**config.mk**
```make
export PLATFORM = sky130hd
export DESIGN_NAME = flash_rst_seq
export DESIGN_NICKNAME = d
export VERILOG_FILES = /design/src/rtl/frs_pkg.sv /design/src/rtl/frs_ctrl.sv /design/src/rtl/frs_req_gate.sv /design/src/rtl/frs_prot_mask.sv /design/src/rtl/flash_rst_seq.sv
export SDC_FILE = /design/constraint.sdc
export NUM_CORES = 1
export LEC_CHECK = 0
export BUFFER_PORTS_ARGS = -buffer_cell sky130_fd_sc_hd__buf_4
export CORE_UTILIZATION = 52
export DETAILED_ROUTE_END_ITERATION = 16
export GPL_TIMING_DRIVEN = 0
export MAX_ROUTING_LAYER = met4
export PLACE_DENSITY_LB_ADDON = 0.12
export SLEW_MARGIN = 20
export SYNTH_ARGS = -nofsm -noshare
export SYNTH_HDL_FRONTEND = slang
export SYNTH_SLANG_ARGS = --single-unit
export TNS_END_PERCENT = 100
```
**constraint.sdc**
```tcl
create_clock -name clk -period 2.6 [get_ports clk]
set_input_delay 0.13 -clock clk [delete_from_list [all_inputs] [get_ports clk]]
set_output_delay 0.13 -clock clk [all_outputs]
set_load 0.02 [all_outputs]
```
**src/rtl/frs_pkg.sv**
```systemverilog
package frs_pkg;
  localparam logic [2:0] MD_READ  = 3'd0;
  localparam logic [2:0] MD_STBY  = 3'd1;
  localparam logic [2:0] MD_PROG  = 3'd2;
  localparam logic [2:0] MD_ERASE = 3'd3;
  localparam logic [2:0] MD_ESUSP = 3'd4;

  localparam logic [1:0] RQ_PROG  = 2'd0;
  localparam logic [1:0] RQ_ERASE = 2'd1;
  localparam logic [1:0] RQ_SUSP  = 2'd2;

  typedef enum logic [1:0] {ST_RUN, ST_LOW, ST_HELD, ST_REC} seq_st_t;

  // Modes in which the embedded controller actively drives the array.
  function automatic logic mode_busy(input logic [2:0] m);
    return (m == MD_PROG) || (m == MD_ERASE);
  endfunction

  // Modes whose interruption needs the long recovery window.
  function automatic logic mode_long(input logic [2:0] m);
    return (m == MD_PROG) || (m == MD_ERASE) || (m == MD_ESUSP);
  endfunction
endpackage

```
**src/rtl/frs_ctrl.sv**
```systemverilog
module frs_ctrl
  import frs_pkg::*;
#(
  parameter int T_PLPX = 8,
  parameter int T_PHEL = 5,
  parameter int T_PLYH = 40
) (
  input  logic       clk,
  input  logic       rst_n,
  input  logic       hw_rst_n,
  input  logic [2:0] pe_mode,
  output logic       dev_ready,
  output logic       rb_pulldown,
  output logic       pe_abort
);
  localparam int TMAX0 = (T_PHEL > T_PLYH) ? T_PHEL : T_PLYH;
  localparam int TMAX  = (T_PLPX > TMAX0) ? T_PLPX : TMAX0;
  localparam int CW    = $clog2(TMAX + 1);
  localparam logic [CW-1:0] PLPX_LAST = CW'(T_PLPX - 1);
  localparam logic [CW-1:0] PHEL_LAST = CW'(T_PHEL - 1);
  localparam logic [CW-1:0] PLYH_LAST = CW'(T_PLYH - 1);

  seq_st_t       st_q, st_d;
  logic [CW-1:0] cnt_q, cnt_d;
  logic          pend_q, pend_d;
  logic          long_q, long_d;
  logic          abort_d;
  logic [CW-1:0] rec_last;

  assign rec_last = long_q ? PLYH_LAST : PHEL_LAST;

  always_comb begin
    st_d    = st_q;
    cnt_d   = cnt_q;
    pend_d  = pend_q;
    long_d  = long_q;
    abort_d = 1'b0;
    unique case (st_q)
      ST_RUN: begin
        if (!hw_rst_n) begin
          long_d = mode_long(pe_mode);
          if (T_PLPX == 1) begin
            st_d    = ST_HELD;
            pend_d  = 1'b1;
            abort_d = mode_long(pe_mode);
          end else begin
            st_d  = ST_LOW;
            cnt_d = CW'(1);
          end
        end
      end
      ST_LOW: begin
        if (hw_rst_n) begin
          st_d  = pend_q ? ST_REC : ST_RUN;
          cnt_d = '0;
        end else if (cnt_q == PLPX_LAST) begin
          st_d    = ST_HELD;
          pend_d  = 1'b1;
          abort_d = long_q && !pend_q;
        end else begin
          cnt_d = cnt_q + CW'(1);
        end
      end
      ST_HELD: begin
        if (hw_rst_n) begin
          st_d  = ST_REC;
          cnt_d = '0;
        end
      end
      ST_REC: begin
        if (!hw_rst_n) begin
          st_d  = (T_PLPX == 1) ? ST_HELD : ST_LOW;
          cnt_d = CW'(1);
        end else if (cnt_q == rec_last) begin
          st_d   = ST_RUN;
          pend_d = 1'b0;
          cnt_d  = '0;
        end else begin
          cnt_d = cnt_q + CW'(1);
        end
      end
      default: st_d = ST_RUN;
    endcase
  end

  always_ff @(posedge clk or negedge rst_n) begin
    if (!rst_n) begin
      st_q     <= ST_RUN;
      cnt_q    <= '0;
      pend_q   <= 1'b0;
      long_q   <= 1'b0;
      pe_abort <= 1'b0;
    end else begin
      st_q     <= st_d;
      cnt_q    <= cnt_d;
      pend_q   <= pend_d;
      long_q   <= long_d;
      pe_abort <= abort_d;
    end
  end

  assign dev_ready   = !pend_q;
  assign rb_pulldown = pend_q ? long_q : mode_busy(pe_mode);
endmodule

```
**src/rtl/frs_req_gate.sv**
```systemverilog
module frs_req_gate
  import frs_pkg::*;
(
  input  logic       dev_ready,
  input  logic [2:0] pe_mode,
  input  logic [1:0] req_kind,
  output logic       req_ok
);
  always_comb begin
    unique case (req_kind)
      RQ_PROG, RQ_ERASE: req_ok = dev_ready && !mode_busy(pe_mode);
      RQ_SUSP:           req_ok = dev_ready && (pe_mode == MD_ERASE);
      default:           req_ok = 1'b0;
    endcase
  end
endmodule

```
**src/rtl/frs_prot_mask.sv**
```systemverilog
module frs_prot_mask #(
  parameter int NBLK = 8
) (
  input  logic            unprot_hv,
  input  logic [NBLK-1:0] prot_mask,
  output logic [NBLK-1:0] eff_prot
);
  for (genvar b = 0; b < NBLK; b++) begin : g_blk
    assign eff_prot[b] = prot_mask[b] & ~unprot_hv;
  end
endmodule

```
**src/rtl/flash_rst_seq.sv**
```systemverilog
module flash_rst_seq #(
  parameter int NBLK   = 8,
  parameter int T_PLPX = 8,
  parameter int T_PHEL = 5,
  parameter int T_PLYH = 40
) (
  input  logic            clk,
  input  logic            rst_n,
  input  logic            hw_rst_n,
  input  logic            unprot_hv,
  input  logic [2:0]      pe_mode,
  input  logic [1:0]      req_kind,
  input  logic [NBLK-1:0] prot_mask,
  output logic            req_ok,
  output logic            dev_ready,
  output logic            rb_pulldown,
  output logic            pe_abort,
  output logic [NBLK-1:0] eff_prot
);
  frs_ctrl #(.T_PLPX(T_PLPX), .T_PHEL(T_PHEL), .T_PLYH(T_PLYH)) u_ctrl (
    .clk(clk), .rst_n(rst_n), .hw_rst_n(hw_rst_n), .pe_mode(pe_mode),
    .dev_ready(dev_ready), .rb_pulldown(rb_pulldown), .pe_abort(pe_abort)
  );

  frs_req_gate u_gate (
    .dev_ready(dev_ready), .pe_mode(pe_mode), .req_kind(req_kind), .req_ok(req_ok)
  );

  frs_prot_mask #(.NBLK(NBLK)) u_prot (
    .unprot_hv(unprot_hv), .prot_mask(prot_mask), .eff_prot(eff_prot)
  );
endmodule

```
==> reports/summary.json <==
{
  "yosys_most_used_dff": "dfrtp_1",
  "fin_skew_ps": 10.9,
  "num_rows": 13,
  "layout.cells.most_common": "buf_4",
  "slew_viol_final": 0,
  "synth_edf_count": 0,
  "grt.total_usage": 0.281,
  "cts_inserted_buffers": 3,
  "initial_utilization": 0.589,
  "synthSimpleGateAreaFrac": 0.320,
  "worstHoldEndpoint": "u_ctrl.long_q",
  "worst_ep_required_time_ps": 2790,
  "leakage_nw": 0.467,
  "yosys.cell_types.count": 39,
  "hold_path.class": "primary input to flip-flop",
  "synth.yosys.seq_area_share": 0.338,
  "clk_pin_slew_worst_paths_ps": 60,
  "route.vias.total": 858,
  "most_used_cells_in_the_layout_excluding_fill_and_tap_cells": "buf_4 (28), dfrtp_1 (11), nor2_1 (10), nor2b_1 (9), a21oi_1 (6)",
  "p_per_cell_area_nw_per_um2": 469,
  "timing.critical_path.from_type": "flip-flop",
  "fmax_ghz": 0.571,
  "setup_viol": 0,
  "filler_cell_count": 103,
  "setup_repair_after_global_routing_missed_its_margin": "false",
  "peakVddDrop_mv": 0.360,
  "layout.area.seq_um2": 275,
  "grt_max_degree": 12,
  "fin_tns_setup_ps": 0,
  "multiInputGateArea_um2": 504,
  "die_area_um2": 1730,
  "yosys.area_share.xor_xnor": 0.0338,
  "synth_top_family_by_area": "simple AND/OR/NAND/NOR gates",
  "firstDrtPassIters": 4,
  "hold_slack_ps": 169,
  "r2r-end": "u_ctrl.cnt_q[5]",
  "cp.arrival_ps": 1940,
  "globalplace.congestion": 0.887,
  "htreeDepth": 1,
  "synth.yosys.warnings": 0,
  "flow.area_growth_from_synthesis_pct": 32.6,
  "worstRegToRegCells": 5,
  "synthMuxAreaShare": 0.0138,
  "finalCriticalPeriod_ps": 1750,
  "remaining_drc_errors": 0,
  "hold_path.startpoint": "pe_mode[1]",
  "timing.reg2reg.setup_slack_ps": 850,
  "cts_tree": "yes",
  "yosys.area_share.adder": 0.0154,
  "nets": 143,
  "worst_hold_path.num_cells": 4,
  "antenna_found_initial": 0,
  "synthesis.nets": 109,
  "final-hold-violation-count": 0,
  "ys_seq_elements": 11,
  "worst_slew_margin_rel": 0.636,
  "synthesis.instances": 91,
  "final-instance-count-excl-fill": 139,
  "design.core.area_um2": 1380,
  "routed_wl_mm": 2.05,
  "async_reset_ff_frac": 1.00,
  "io-pin-count": 29,
  "clock_insertion_delay_worst_skew_ps": 280,
  "first_pass_grt_wire_length_mm": 3.60,
  "end_kind": "flip-flop",
  "drt.antenna.violating_nets": 0,
  "setup.worst_path.class": "flip-flop to flip-flop",
  "timing.max_cap.violations": 0,
  "die_h_um": 41.6,
  "wire_per_inst_um": 14.8,
  "post_drt_via_cell_ratio": 6.17,
  "run_status": "finished clean",
  "worstPathMaxFanout": 8,
  "first_global_vias": 805,
  "compound_gate_fraction_of_synth_area": 0.237,
  "synthesis.area_um2": 815,
  "chipWidth_um": 41.6,
  "worstSetupStartpoint": "u_ctrl.cnt_q[0]",
  "r2r-start": "u_ctrl.cnt_q[0]",
  "postSynthAreaPerCell_um2": 8.95,
  "dpl.cell_count": 134,
  "detailedRoute.firstIterationViolations": 31,
  "drive_gt1_frac": 0.323,
  "globalRouteOverflowTotal": 0,
  "clock_root_buffer": "clkbuf_4",
  "post-dp-hpwl_mm": 1.59,
  "clock_sinks": 11,
  "worst_pin_slew_ps": 543,
  "n_antenna_cell": 0,
  "postCtsSetupBuffers": 0,
  "cts_buffer_depth": 2,
  "min_period_over_period": 0.674,
  "count_of_buffers_from_port_buffering": 28
}
## sequential cells by signal, indices dropped and copies added (netlist names), named ones only
register,flops
u_ctrl.cnt_q,6
u_ctrl.long_q,1
u_ctrl.pe_abort,1
u_ctrl.pend_q,1
u_ctrl.st_q,1
## layer usage
layer / share of wire / global-route usage / wire [µm] / up-vias
li1: - / - / - / 410
met1: 0.41 / 0.343 / 847 / 385
met2: 0.47 / 0.447 / 972 / 58
met3: 0.098 / 0.0739 / 200 / 5
met4: 0.015 / 0.0968 / 31 / 0
met5: 0 / - / 0 / -
## report_power, final
part	leakage, nW	switching [mW]	internal, mW	total, mW
combinational	0.306	0.0844	0.0828	0.167
sequential	0.146	0.0314	0.189	0.220
clock	0.0150	0.0592	0.0595	0.119
total	0.467	0.175	0.331	0.506
## layout make-up
class	count	share of cell area
multi-input cells	73	0.467
flip-flops and latches	11	0.255
repair buffers	29	0.204
clock buffers	4	0.0243
well taps	15	0.0174
plain buffers	3	0.0185
inverters	4	0.0139
## worst max-delay path, stage by stage, from the launching register on
cell and delay (ps):
dfrtp_1 450, ha_1 260, nand4bb_1 220, nor4_4 100
or4_1 470, a22oi_1 170
## how the worst max path moves through the flow
stage | endpoint | slack, ps | cells after the start
finish | u_ctrl.cnt_q[5] | 850 | 5
global route | u_ctrl.cnt_q[5] | 760 | 5
CTS | u_ctrl.cnt_q[3] | 860 | 5
detailed placement | u_ctrl.cnt_q[5] | 880 | 5
global placement | u_ctrl.cnt_q[5] | 900 | 5
floorplan | u_ctrl.cnt_q[5] | 1020 | 5
## synth_stat cells (2+ instances only)
cell	number	area, µm²
nand3_1	5	25.0
a22oi_1	3	22.5
o22ai_1	2	12.5
a21oi_1	6	30.0
nand2_1	3	11.3
dfrtp_1	11	275
a32o_1	2	20.0
o31ai_1	3	22.5
nor2_1	10	37.5
inv_1	4	15.0
nor3b_1	2	15.0
nand2b_1	2	12.5
or4_1	3	22.5
and4_1	2	17.5
nor2b_1	9	56.3
## per-stage QoR
step / total power, mW / cell area, µm² / worst slack, ps / utilization
6_report: 0.506 / 1080 / 849 / 0.781
5_1_grt: 0.539 / 1080 / 756 / 0.781
4_1_cts: 0.508 / 1080 / 855 / 0.781
3_5_place_dp: 0.388 / 1040 / 883 / 0.755
3_3_place_gp: 0.380 / 1040 / 903 / 0.755
2_1_floorplan: 0.321 / 815 / 1020 / -
## kinds of logic after synthesis
kind of cell	count (synthesis)
buffers and inverters	7
flip-flops	11
multiplexers	1
XOR/XNOR	1
AO/OA/AOI/OAI	27
adder cells (fa/ha/maj)	1
AND/OR/NAND/NOR	43
## repair_timing
action,4_1_cts,5_1_grt
hold buffers,1,0
hold endpoints to repair,11,0
resized for setup,0,0
(Power assumes the default switching activity.)
